$ cat config.mk
export PLATFORM = sky130hd
export DESIGN_NAME = pin_noise_filter
export DESIGN_NICKNAME = d
export VERILOG_FILES = /design/src/rtl/pnf_pkg.sv /design/src/rtl/pnf_sync.sv /design/src/rtl/pnf_prescaler.sv /design/src/rtl/pnf_decider.sv /design/src/rtl/pin_noise_filter.sv
export SDC_FILE = /design/constraint.sdc
export NUM_CORES = 1
export LEC_CHECK = 0
export BUFFER_PORTS_ARGS = -buffer_cell sky130_fd_sc_hd__buf_2
export CAP_MARGIN = 20
export CORE_AREA = 2 2 63 65
export DETAILED_ROUTE_END_ITERATION = 10
export DIE_AREA = 0 0 65 67
export PLACE_DENSITY = 0.61
export SLEW_MARGIN = 20
export SYNTH_ARGS = -nofsm -noshare
export SYNTH_HDL_FRONTEND = slang
export SYNTH_SLANG_ARGS = --single-unit
$ cat constraint.sdc
create_clock -name clk -period 4.4 [get_ports clk]
set_input_delay 1.32 -clock clk [delete_from_list [all_inputs] [get_ports clk]]
set_output_delay 1.32 -clock clk [all_outputs]
set_load 0.02 [all_outputs]
$ cat src/rtl/pnf_pkg.sv
package pnf_pkg;

  typedef enum logic [1:0] {
    FM_TWO    = 2'b00,
    FM_THREE  = 2'b01,
    FM_CONT   = 2'b10,
    FM_BYPASS = 2'b11
  } filt_mode_e;

endpackage

$ cat src/rtl/pnf_sync.sv
module pnf_sync #(
  parameter int STAGES = 2
) (
  input  logic clk,
  input  logic rst,
  input  logic din,
  output logic dout
);

  logic [STAGES-1:0] sr;

  always_ff @(posedge clk) begin
    if (rst) sr <= '0;
    else     sr <= {sr[STAGES-2:0], din};
  end

  assign dout = sr[STAGES-1];

endmodule

$ cat src/rtl/pnf_prescaler.sv
module pnf_prescaler #(
  parameter int PS_W = 3
) (
  input  logic            clk,
  input  logic            rst,
  input  logic            restart,
  input  logic [PS_W-1:0] ps_sel,
  output logic            tick,
  output logic            half
);

  localparam int CNT_W = 1 << PS_W;

  logic [CNT_W-1:0] cnt;
  logic [CNT_W:0]   div_full;
  logic [CNT_W:0]   limit;

  always_comb begin
    div_full = (CNT_W+1)'(1) << ({1'b0, ps_sel} + 1'b1);
    limit    = div_full - 1'b1;
  end

  assign tick = (cnt == limit[CNT_W-1:0]);
  assign half = cnt[0];

  always_ff @(posedge clk) begin
    if (rst || restart) cnt <= '0;
    else if (tick)      cnt <= '0;
    else                cnt <= cnt + 1'b1;
  end


  half_alt_chk: assert property (@(posedge clk) disable iff (rst)
    half |=> !half);


  tick_wrap_chk: assert property (@(posedge clk) disable iff (rst)
    tick |=> (cnt == '0));

endmodule

$ cat src/rtl/pnf_decider.sv
module pnf_decider
  import pnf_pkg::*;
(
  input  logic       clk,
  input  logic       rst,
  input  logic       clr,
  input  filt_mode_e mode,
  input  logic       tick,
  input  logic       half,
  input  logic       samp,
  output logic       state,
  output logic       rise,
  output logic       fall
);

  logic       h0, h1;
  logic [1:0] nvalid;
  logic       ok;
  logic       upd;
  logic       changing;

  always_comb begin
    upd = 1'b0;
    unique case (mode)
      FM_TWO:    upd = tick && (nvalid != 2'd0) && (samp == h0);
      FM_THREE:  upd = tick && (nvalid == 2'd2) && (samp == h0) && (samp == h1);
      FM_CONT:   upd = tick && (nvalid != 2'd0) && ok && (samp == h0);
      FM_BYPASS: upd = 1'b1;
      default:   upd = 1'b0;
    endcase
    changing = upd && !clr && (samp != state);
  end

  always_ff @(posedge clk) begin
    if (rst) begin
      state  <= 1'b0;
      rise   <= 1'b0;
      fall   <= 1'b0;
      h0     <= 1'b0;
      h1     <= 1'b0;
      nvalid <= 2'd0;
      ok     <= 1'b0;
    end else begin
      rise <= changing && samp;
      fall <= changing && !samp;
      if (changing) state <= samp;
      if (clr) begin
        h0     <= 1'b0;
        h1     <= 1'b0;
        nvalid <= 2'd0;
        ok     <= 1'b0;
      end else if (tick) begin
        h1     <= h0;
        h0     <= samp;
        nvalid <= (nvalid == 2'd2) ? 2'd2 : nvalid + 2'd1;
        ok     <= 1'b1;
      end else if (half) begin
        ok <= ok && (samp == h0);
      end
    end
  end


  upd_on_tick_chk: assert property (@(posedge clk) disable iff (rst)
    (!$stable(state) && ($past(mode) != FM_BYPASS)) |-> $past(tick));


  three_agree_chk: assert property (@(posedge clk) disable iff (rst)
    (!$stable(state) && ($past(mode) == FM_THREE)) |-> (($past(h0) == state) && ($past(h1) == state)));


  hist_clr_chk: assert property (@(posedge clk) disable iff (rst)
    $past(clr) |-> ((nvalid == 2'd0) && !ok));

endmodule

$ cat src/rtl/pin_noise_filter.sv
module pin_noise_filter
  import pnf_pkg::*;
#(
  parameter int SYNC_STAGES = 2,
  parameter int PS_W        = 3
) (
  input  logic            clk,
  input  logic            rst,
  input  logic            din_raw,
  input  logic [1:0]      mode_sel,
  input  logic [PS_W-1:0] prescale_sel,
  output logic            filt_level,
  output logic            rise_pulse,
  output logic            fall_pulse
);

  localparam int CFG_W = 2 + PS_W;

  logic [CFG_W-1:0] cfg_q;
  logic             cfg_chg;
  logic             sync_q;
  logic             tick;
  logic             half;

  assign cfg_chg = ({mode_sel, prescale_sel} != cfg_q);

  always_ff @(posedge clk) begin
    cfg_q <= {mode_sel, prescale_sel};
  end

  pnf_sync #(.STAGES(SYNC_STAGES)) u_sync (
    .clk  (clk),
    .rst  (rst),
    .din  (din_raw),
    .dout (sync_q)
  );

  pnf_prescaler #(.PS_W(PS_W)) u_presc (
    .clk     (clk),
    .rst     (rst),
    .restart (cfg_chg),
    .ps_sel  (prescale_sel),
    .tick    (tick),
    .half    (half)
  );

  pnf_decider u_dec (
    .clk   (clk),
    .rst   (rst),
    .clr   (cfg_chg),
    .mode  (filt_mode_e'(mode_sel)),
    .tick  (tick),
    .half  (half),
    .samp  (sync_q),
    .state (filt_level),
    .rise  (rise_pulse),
    .fall  (fall_pulse)
  );


  rise_fall_excl_chk: assert property (@(posedge clk) disable iff (rst)
    !(rise_pulse && fall_pulse));


  rise_edge_chk: assert property (@(posedge clk) disable iff (rst)
    rise_pulse |-> (filt_level && !$past(filt_level)));


  fall_edge_chk: assert property (@(posedge clk) disable iff (rst)
    fall_pulse |-> (!filt_level && $past(filt_level)));

endmodule

### Word-level counts from Yosys, hierarchy flattened

Index checks and enable logic that the tools add are counted.
W data, S select, Z words.

* shift-type cells: 1
* reductions and logical operators: 20
* equality and inequality tests: 9
* add/sub/neg operators: 4
* multiplexer cells: 4

Operator list (number)
* $logic_and A1 B1 Y1: 12
* $add A8 B1 Y8 const B: 1
* $eq A8 B8 Y1: 1
* $shl A1 B4 Y8 const A: 1
* $sub A8 B1 Y8 const B: 1
* $eq A2 B2 Y1 const B: 3
* $ne A5 B5 Y1: 1
* $add A3 B1 Y4 const B: 1
* $pmux W1 S4: 1
* $reduce_bool A2 Y1: 2
* $reduce_or A2 Y1: 2
* $add A2 B1 Y2 const B: 1
* $eq A1 B1 Y1: 2
* $eq A2 B1 Y1 const B: 1
* $logic_not A1 Y1: 2
* $logic_not A2 Y1: 1
* $mux W1: 2
* $mux W2: 1
* $logic_or A1 B1 Y1: 1
* $ne A1 B1 Y1: 1

* output and inout bits: 3
* input bits: 8
* register bits after elaboration: 23

### Depth between registers and ports, before layout

Gate-level depths: netlist of run 1.

* depth after elaboration: 11
* mapped depth: 11
* gate-level depth less buffers: 8

### Modules after synthesis

A second synthesis of run 1 with hierarchy kept.

* cell total of the unflattened synthesis: 130
* area, all modules: 1222.4 um2

By module, submodules not included
* pnf_prescaler: times used 1, sequential area each 160.2 um2, cells an instance 72, area each 613.1 um2
* pnf_decider: times used 1, sequential area each 160.2 um2, cells an instance 42, area each 402.9 um2
* pin_noise_filter: times used 1, sequential area each 100.1 um2, cells an instance 12, area each 153.9 um2
* pnf_sync: times used 1, sequential area each 40.0 um2, cells an instance 4, area each 52.6 um2

### Worst setup path before layout of run 1

No wires, ideal clock.

* kind: input port to flip-flop
* from: in prescale_sel[1]
* to: reg u_dec.fall
* arrival time: 3.346 ns
* stages: 10
* slack: 0.950 ns
* setup time: 0.103 ns
* cell sequence: buf_6 > or3_2 > ha_1 > buf_2 > nand2b_1 > o22a_1 > o32ai_2 > a21o_4 > nand3_2 > a2111oi_2

* word-level cells in the longest chain between the ends: 11
* elaborated cells between the ends (all ways): 17
* classes of those cells: add/sub: 2; eq/ne: 2; shift: 1; mux: 1; reduce/logical: 11

Ends and longest elaborated chain
* from (decl): RTL line pin_noise_filter.sv:11 `input logic [PS_W-1:0] prescale_sel,`
* $add A3 B1 Y4: RTL line pnf_prescaler.sv:19 `div_full = (CNT_W+1)'(1) << ({1'b0, ps_sel} + 1'b1);`
* $shl A1 B4 Y8: RTL line pnf_prescaler.sv:19
* $sub A8 B1 Y8: RTL line pnf_prescaler.sv:20 `limit = div_full - 1'b1;`
* $eq A8 B8 Y1: RTL line pnf_prescaler.sv:23 `assign tick = (cnt == limit[CNT_W-1:0]);`
* $logic_and A1 B1 Y1, on equally long branches: RTL line pnf_decider.sv:25, pnf_decider.sv:27, pnf_decider.sv:26
* $logic_and A1 B1 Y1, on equally long branches (2 in a row): RTL line pnf_decider.sv:27, pnf_decider.sv:26
* $pmux W1 S4: RTL line pnf_decider.sv:24 `unique case (mode)`
* $logic_and A1 B1 Y1 (*) (2 in a row): RTL line pnf_decider.sv:31 `changing = upd && !clr && (samp != state);`
* $logic_and A1 B1 Y1 (*): RTL line pnf_decider.sv:45 `fall <= changing && !samp;`
* to (signal assigned): RTL line pnf_decider.sv:45
* to (decl): RTL line pnf_decider.sv:13 `output logic fall`

Mark *: on every way between the ends. The rest lies on a longest branch, timed or not.
A chain may end at the register's enable or synchronous reset.

### Worst setup path in the final report of run 1

* from: in prescale_sel[1]
* to: reg u_dec.state

* word-level cells in the longest chain between the ends: 10
* elaborated cells between the ends (all ways): 16
* classes of those cells: add/sub: 2; eq/ne: 2; shift: 1; mux: 1; reduce/logical: 10

Ends and longest elaborated chain
* $add A3 B1 Y4: RTL line pnf_prescaler.sv:19
* $shl A1 B4 Y8: RTL line pnf_prescaler.sv:19
* $sub A8 B1 Y8: RTL line pnf_prescaler.sv:20
* $eq A8 B8 Y1: RTL line pnf_prescaler.sv:23
* $logic_and A1 B1 Y1, on equally long branches: RTL line pnf_decider.sv:25, pnf_decider.sv:27, pnf_decider.sv:26
* $logic_and A1 B1 Y1, on equally long branches (2 in a row): RTL line pnf_decider.sv:27, pnf_decider.sv:26
* $pmux W1 S4: RTL line pnf_decider.sv:24
* $logic_and A1 B1 Y1 (*) (2 in a row): RTL line pnf_decider.sv:31
* to (signal assigned): RTL line pnf_decider.sv:46 `if (changing) state <= samp;`
* to (decl): RTL line pnf_decider.sv:11 `output logic state,`

Marked as above.

==> results of run 1 <==
routing by layer:
| layer | track usage (%) | up-vias |
|---|---|---|
| met3 | 1.52 | 2 |
| met1 | 14.4 | 451 |
| met2 | 18.6 | 11 |
| met5 | 0 | - |
| met4 | 5.59 | 0 |
| li1 | - | 495 |
worst max path at each step:
stage	endpoint	slack [ns]	cells after the start
global route	u_dec.fall	0.79	9
CTS	u_dec.state	0.98	9
detailed placement	u_dec.state	0.70	9
global placement	u_dec.state	0.80	9
finish	u_dec.state	0.97	9
floorplan	u_dec.fall	0.95	10
stage by stage:
step                hold WS (ns)  utilization [%]  std cells
floorplan                  0.414                -        137
global placement           0.416             36.4        187
detailed placement         0.429             36.4        187
CTS                        0.449             37.6        191
global route               0.472             37.6        191
finish                     0.447             37.6        191
logic make-up after synthesis:
kind of cell | after synthesis
multiplexers | 2
flip-flops | 23
AND/OR/NAND/NOR | 50
AO/OA/AOI/OAI | 29
buffers and inverters | 11
XOR/XNOR | 17
adder cells (fa/ha/maj) | 4
other | 1
layout by cell type, fill, tap and decap left out, types with 2 or more instances in the layout:
master / instances
a21oi_1: 10
and3_1: 3
buf_2: 10
clkbuf_8: 3
dfxtp_1: 23
ha_1: 4
inv_1: 3
mux2i_1: 2
nand2_1: 6
nand2b_1: 2
nand3_1: 12
nor2_1: 12
nor2b_1: 3
o21ai_0: 5
o22ai_1: 2
o32ai_2: 2
or2b_1: 2
xnor2_1: 7
xor2_1: 9
area by class of cell:
| type | count | area, µm² |
|---|---|---|
| Fill cell | 375 | 2250 |
| Multi-Input combinational cell | 103 | 729 |
| Sequential cell | 23 | 460 |
| Tap cell | 48 | 60.1 |
| Timing Repair Buffer | 10 | 50.0 |
| Clock buffer | 3 | 41.3 |
| Inverter | 3 | 11.3 |
| Clock inverter | 1 | 5.00 |
power by group:
part	switching (mW)	internal [mW]	total [mW]	leakage, nW
clock	0.0635	0.0630	0.127	0.0255
combinational	0.0222	0.0169	0.0391	0.268
sequential	0.00238	0.211	0.214	0.188
worst max-delay path: cells and delay by family:
| kind | cells | cell delay, ns |
|---|---|---|
| and+or+nand+nor | 2 | 0.80 |
| AOI/OAI and AO/OA | 4 | 0.83 |
| buffers and inverters | 1 | 0.18 |
| adders and majority gates | 1 | 0.29 |
| muxes | 1 | 0.21 |
registers in the layout, summed over array words and instances, names as in the netlist:
signal,flops
cfg_q,5
u_dec.fall,1
u_dec.h0,1
u_dec.h1,1
u_dec.nvalid,2
u_dec.ok,1
u_dec.rise,1
u_dec.state,1
u_presc.cnt,8
u_sync.sr,2
==> summary.md, run 1 <==
| Metric | Value |
|---|---|
| Top cell type's share of synthesized area | `36.6%` |
| Routed Wire Length | `approximately 2.2 mm` |
| CTS root buf | `clkbuf_8` |
| Initial Utilization | `34.9%` |
| Met2 wire len | `around 1.0 mm` |
| Worst-case clock skew | `0.00846 ns` |
| Max Cap Viol | `0` |
| Die W | `65 µm` |
| Yosys top cell by area | `dfxtp_1` |
| Synth Instances | `137` |
| Commonest cells in the netlist | `dfxtp_1 (23), nand3_1 (12), nor2_1 (12)` |
| Min cycle time layout | `3.43 ns` |
| Nets@finish | `156` |
| Vias in the first global route | `between 800 and 900` |
| Top layer in use | `met4` |
| Post-cts resize count | `0` |
| Initial antenna violation count | `0` |
| Final Cell Area | `1360 µm²` |
| Final setup fails | `0` |
| Slowest cell on the critical path | `or3_2` |
| Hold EP | `u_sync.sr[1]` |
| CP most frequent cell | `a21oi_1` |
| Distinct cells, synth | `43` |
| TNS Setup | `0 ns` |
| Area growth syn-to-layout | `7.85%` |
| FMAX | `0.292 GHz` |
| R2R Path Start | `u_presc.cnt[4]` |
| Mean Syn Cell Area | `9.19 µm²` |
| Die area | `4360 µm²` |
| Crit Path Category | `input pin to flop` |
| Final number of max-transition violations | `0` |
| Total CTS buffers | `3` |
| Largest family of logic cells by synthesized area | `simple AND/OR/NAND/NOR gates` |
| Via/cell ratio | `5.02` |
| Post-synthesis compound-gate area fraction | `17.0%` |
| Wire length on met3 | `around 50 µm` |
| Gr usage total | `between 10% and 20%` |
| Mapped Area | `about 1300 µm²` |
| WL met1 | `1.13 mm` |
| Clk Latency, worst-skew pair | `0.26 ns` |
| Post-DRT Antenna Nets | `0` |
| Cell area after placement | `around 1300 µm²` |
| YS warnings | `0` |
| Simple-gate share of the synthesized area | `22.7%` |
| CP Max Fanout | `13` |
| Vias after detailed routing | `959` |
| Primary FF master, synth | `dfxtp_1` |
| Reg clk slew, reported paths | `0.08 ns` |
| DRC Markers | `0` |
| Initial DRC Count | `9` |
| CP cell instances | `buf_2 -> or3_2 -> ha_1 -> nor4b_1 -> a31oi_1 -> a21oi_1 -> a21oi_1 -> o32ai_2 -> mux2i_1` |
| Sequential element share of the synthesized area | `36.6%` |
| Post-synth EDFFs | `0` |
| Total power | `0.379 mW` |
| Cell Rows | `22` |
| #FFs+latches synth | `23` |
| Crit end category | `flop` |
| Main area contributors after synthesis | `dfxtp_1 (37%), xor2_1 (6.3%), xnor2_1 (4.9%)` |
| VDD IR-drop max | `0.135 mV` |
| Global-route wire length before repair | `3.80 mm` |
| Critical Path AT | `~3.6 ns` |
| Xor/xnor share of the synthesized area | `12.4%` |
| Post-synth ARST share | `0%` |
| Hold buffers post-CTS | `0` |
| Clk sinks | `23` |
| Critical path origin | `prescale_sel[1]` |
| Largest net degree at the start of global routing | `14` |
| Worst Hold Launch | `u_sync.sr[0]` |
| Worst r2r path cells | `6` |
| Hpwl dp | `1.68 mm` |
| Top Ports | `11` |
| WP data required | `between 4 and 5 ns` |
| Ant. Diodes | `0` |
| TritonCTS clock tree | `built` |
| Gpl congestion | `0.744` |
| Post-Synth Adder-Cell Area | `3.98%` |
| Setup slack at placement | `roughly 0.70 ns` |
| Gr ovfl total | `0` |
| Post-synthesis mux area share | `~1.6%` |
| Total nets after synthesis | `149` |
| Port buffer count | `10` |
| Worst R2R End | `u_dec.state` |
| WL/cell | `11.7 µm` |
| Status | `completed` |
| R2R setup slack | `2.53 ns` |
| Layout cells sized above 1 | `17.5%` |
| Most common cell in the synthesized netlist | `dfxtp_1` |
| First-pass DRT Iterations | `6` |
| Die Y | `67 µm` |
| Worst hold path depth | `1` |
| Final setup margin | `0.970 ns` |
| CP startpoint kind | `input pin` |
| CP peak stage delay | `0.49 ns` |
| CORE AREA | `3610 µm²` |
| Post-CTS Setup Bufs | `0` |
| Crit share post-route | `78.0%` |
| Hold Fails Final Rpt | `0` |
| H-tree levels | `1` |
| Cell area power density | `280 nW/µm²` |
| Hold crit path type | `flop to flop` |
| CTS max path bufs | `2` |
| Leak | `0.481 nW` |
| Unrepaired setup endpoints after global routing | `no` |
Power figures use the tool's default switching activity.
==> run 2: changes to the inputs <==
clock period = 3.4 ns   (was 4.4 ns; I/O delays follow)
==> summary.md, run 2 (synthesis gave the netlist of run 1 again) <==
| Metric | Value |
|---|---|
| Status | `completed` |
| Gr ovfl total | `0` |
| TNS Setup | `0 ns` |
| Reg clk slew, reported paths | `0.08 ns` |
| CP startpoint kind | `input pin` |
| Vias after detailed routing | `955` |
| Routed Wire Length | `2.16 mm` |
| Crit end category | `flop` |
| Gr usage total | `11.3%` |
| Critical Path AT | `3.19 ns` |
| Part of the power in combinational logic | `10.8%` |
| Die area | `approximately 4400 µm²` |
| Leak | `0.493 nW` |
| Post-CTS Setup Bufs | `0` |
| Cell area power density | `about 360 nW/µm²` |
| First-pass DRT Iterations | `4` |
| Initial Utilization | `34.9%` |
| Top Ports | `11` |
| Switching Share | `23.2%` |
| Max Cap Viol | `0` |
| Sequential power share | `55.7%` |
| WL/cell | `11.1 µm` |
| Most frequent cells in the layout | `dfxtp_1 (23), nand3_1 (12), nor2_1 (12)` |
| Total power | `just under 0.5 mW` |
| Die Y | `67 µm` |
| CTS max path bufs | `2` |
| CORE AREA | `~3600 µm²` |
| Commonest non-fill, non-tap cell in the layout | `dfxtp_1` |
| Nets@finish | `159` |
| DRC Markers | `0` |
| Gpl congestion | `0.768` |
| Initial antenna violation count | `0` |
| Final number of max-transition violations | `0` |
| Cell Rows | `22` |
| Hold Fails Final Rpt | `0` |
| Clk Latency, worst-skew pair | `0.26 ns` |
| Hold buffers post-CTS | `0` |
| TritonCTS clock tree | `built` |
| Largest Register | `u_presc.cnt` |
| Post-cts resize count | `0` |
| Port buffer count | `10` |
| Via/cell ratio | `4.92` |
| Layout cells sized above 1 | `18.5%` |
| Worst-case clock skew | `0.00489 ns` |
| Final setup fails | `0` |
| Hold crit path type | `flop to flop` |
| Crit share post-route | `88.0%` |
| Min cycle time layout | `between 2 and 3 ns` |
| VDD IR-drop max | `0.164 mV` |
| Largest register FFs | `8` |
| Unrepaired setup endpoints after global routing | `no` |
| Ant. Diodes | `0` |
| Global-route wire length before repair | `a little under 4 mm` |
| Clk pwr share | `33.5%` |
| Pint | `0.381 mW` |
| H-tree levels | `1` |
| Initial DRC Count | `25` |
| Largest net degree at the start of global routing | `13` |
| Vias in the first global route | `877` |
| Cell area after placement | `1330 µm²` |
| Total CTS buffers | `3` |
| Clk sinks | `23` |
| Die W | `65 µm` |
| CP Max Fanout | `9` |
| Switch Pwr | `0.115 mW` |
| Final Cell Area | `1380 µm²` |
| WP data required | `3.60 ns` |
| Hpwl dp | `1.64 mm` |
| FMAX | `0.334 GHz` |
| Top Registers | `u_presc.cnt: 8 flops, cfg_q: 5 flops` |
| Post-DRT Antenna Nets | `0` |
| Crit Path Category | `input pin to flop` |
| Area growth syn-to-layout | `9.54%` |
| CTS root buf | `clkbuf_8` |
| Fin Hold WS | `0.456 ns` |
[run 2: path summary, 6_finish.rpt]
| path | from | to | slack, ns | depth (start not counted) |
|---|---|---|---|---|
| setup / recovery | prescale_sel[1] | u_dec.state | 0.41 | 9 |
| hold / removal | u_sync.sr[0] | u_sync.sr[1] | 0.46 | 1 |
| setup reg to reg | cfg_q[3] | u_dec.state | 1.55 | 6 |
| hold reg to reg | u_sync.sr[0] | u_sync.sr[1] | 0.46 | 1 |
[run 2: per-stage QoR]
stage	util, %	cells	setup slack [ns]
3_3_place_gp	37.0	190	0.203
4_1_cts	38.2	194	0.378
2_1_floorplan	-	137	0.250
3_5_place_dp	37.0	190	0.120
6_report	38.2	194	0.408
5_1_grt	38.2	194	0.185
[run 2: layout make-up]
class / count / area (µm²)
Sequential cell: 23 / 460
Multi-Input combinational cell: 103 / 729
Inverter: 3 / 11.3
Clock buffer: 4 / 45.0
Fill cell: 373 / 2230
Tap cell: 48 / 60.1
Timing Repair Buffer: 13 / 72.6
[run 2: layer usage]
layer	track usage [%]	wire (µm)
met5	0	0
met4	6.38	56
met3	1.86	61
met2	18.2	998
met1	14.4	1040
[run 2: critical path: stages]
cell and delay [ns]:
buf_2 0.10, or3_2 0.47, ha_1 0.29, nor4b_1 0.28, a31oi_1 0.07, a21oi_1 0.26
a21oi_1 0.19, o32ai_2 0.30, mux2i_1 0.20
[run 2: power by group through the flow]
stage,clock network (mW),registers (mW),logic [mW]
after global placement,0,0.283,0.0527
after detailed placement,0,0.283,0.0535
after floorplan,0,0.282,0.0421
after CTS,0.169,0.277,0.0537
final,0.166,0.277,0.0535
after global routing,0.183,0.277,0.0606
==> run 3: changes to the inputs <==
CTS_BUF_LIST = sky130_fd_sc_hd__clkbuf_8   (was unset)
MAX_ROUTING_LAYER = met4   (was unset)
==> summary.md, run 3 (synthesis gave the netlist of run 1 again) <==
| Metric | Value |
|---|---|
| VDD IR-drop max | `~0.16 mV` |
| Initial Utilization | `between 30% and 40%` |
| Cell Rows | `22` |
| Vias in the first global route | `877` |
| TNS Setup | `0 ns` |
| CTS max path bufs | `2` |
| First-pass DRT Iterations | `4` |
| Clk sinks | `23` |
| Max Cap Viol | `0` |
| Port buffer count | `10` |
| Global-route wire length before repair | `3.84 mm` |
| Top Ports | `11` |
| Die Y | `~67 µm` |
| Hold buffers post-CTS | `0` |
| Gr usage total | `11.6%` |
| Largest net degree at the start of global routing | `13` |
| Crit share post-route | `88.0%` |
| Total CTS buffers | `3` |
| Die area | `4360 µm²` |
| Final setup margin | `0.408 ns` |
| Cell area power density | `358 nW/µm²` |
| Post-CTS Setup Bufs | `0` |
| H-tree levels | `1` |
| R2R Path Start | `cfg_q[3]` |
| Clk Latency, worst-skew pair | `0.26 ns` |
| DRC Markers | `0` |
| Min cycle time layout | `2.99 ns` |
| Commonest non-fill, non-tap cell in the layout | `dfxtp_1` |
| CP startpoint kind | `input pin` |
| Critical path origin | `prescale_sel[1]` |
| TritonCTS clock tree | `built` |
| Gpl congestion | `0.779` |
| Routed Wire Length | `2.16 mm` |
| Largest register FFs | `8` |
| Worst R2R End | `u_dec.state` |
| Post-DRT Antenna Nets | `0` |
| Area growth syn-to-layout | `9.54%` |
| M3 GR Usage | `1.86%` |
| Placed insts | `between 150 and 200` |
| R2R setup slack | `between 1.5 and 2 ns` |
| Top Registers | `u_presc.cnt: 8 flops, cfg_q: 5 flops` |
| Crit end category | `flop` |
| CTS root buf | `clkbuf_8` |
| Critical Path AT | `3.19 ns` |
| Die W | `65 µm` |
| WL/cell | `about 11 µm` |
| Worst-case clock skew | `roughly 0.0047 ns` |
| Crit Path Category | `input pin to flop` |
| Hold crit path type | `flop to flop` |
| Reg clk slew, reported paths | `0.08 ns` |
| Largest Register | `u_presc.cnt` |
| Via/cell ratio | `4.93` |
| Total power | `0.494 mW` |
| Unrepaired setup endpoints after global routing | `no` |
| CORE AREA | `roughly 3600 µm²` |
| Post-cts resize count | `0` |
| CP Max Fanout | `9` |
| Met1 Use GR | `between 10% and 20%` |
| Hold Fails Final Rpt | `0` |
| Final number of max-transition violations | `0` |
| Final setup fails | `0` |
| Gr ovfl total | `0` |
| Hpwl dp | `1.64 mm` |
| Most frequent cells in the layout | `dfxtp_1 (23), nand3_1 (12), nor2_1 (12)` |
| Initial antenna violation count | `0` |
| Nets@finish | `159` |
| Leak | `0.497 nW` |
| Fin Hold WS | `0.456 ns` |
| Non-filler instance count after layout | `194` |
| Layout cells sized above 1 | `approximately 18%` |
| FMAX | `approximately 0.33 GHz` |
| Worst r2r path cells | `6` |
| GRT met2 Usage | `18.2%` |
| Vias after detailed routing | `957` |
| Setup slack at placement | `0.120 ns` |
| Ant. Diodes | `0` |
| GR peak layer | `met2` |
| CP endpoint | `u_dec.state` |
| Initial DRC Count | `25` |
| Status | `completed` |
| WP data required | `between 3 and 4 ns` |
-- run 3: changes by cell type in the layout (fill, tap and decap cells not counted) --
cell / change
inv_1: +1
clkbuf_1: -1
-- run 3: power by group --
group	internal [mW]	switching, mW
Clock	0.0805	0.0831
Sequential	0.274	0.00297
Combinational	0.0242	0.0292
Total	0.378	0.115
-- run 3: routing by layer --
layer / wire [µm] / vias to the layer above
met5: 0 / -
met1: 1040 / 439
met2: 1000 / 17
met4: 50 / 0
li1: - / 495
met3: 61 / 6
-- run 3: cell type report --
type / instances / area (µm²)
Fill cell: 373 / 2230
Sequential cell: 23 / 460
Clock buffer: 3 / 41.3
Timing Repair Buffer: 13 / 72.6
Inverter: 3 / 11.3
Clock inverter: 1 / 3.75
Tap cell: 48 / 60.1
Multi-Input combinational cell: 103 / 729
-- run 3: worst min path at each step --
stage                 startpoint      endpoint  slack (ns)  cells past startpoint
floorplan           u_sync.sr[0]  u_sync.sr[1]        0.41                      1
global placement    u_sync.sr[0]  u_sync.sr[1]        0.42                      1
detailed placement  u_sync.sr[0]  u_sync.sr[1]        0.45                      1
CTS                 u_sync.sr[0]  u_sync.sr[1]        0.46                      1
global route        u_sync.sr[0]  u_sync.sr[1]        0.47                      1
finish              u_sync.sr[0]  u_sync.sr[1]        0.46                      1
-- run 3: through the flow --
step           area (µm²)  util (%)
6_report             1380      38.2
3_3_place_gp         1330      37.0
2_1_floorplan        1260         -
5_1_grt              1380      38.2
3_5_place_dp         1330      37.0
4_1_cts              1380      38.2
-- run 3: critical path, cell delays in order --
cell and delay (ns):
buf_2 0.10, or3_2 0.47, ha_1 0.29, nor4b_1 0.28
a31oi_1 0.07, a21oi_1 0.26, a21oi_1 0.19, o32ai_2 0.30
mux2i_1 0.20
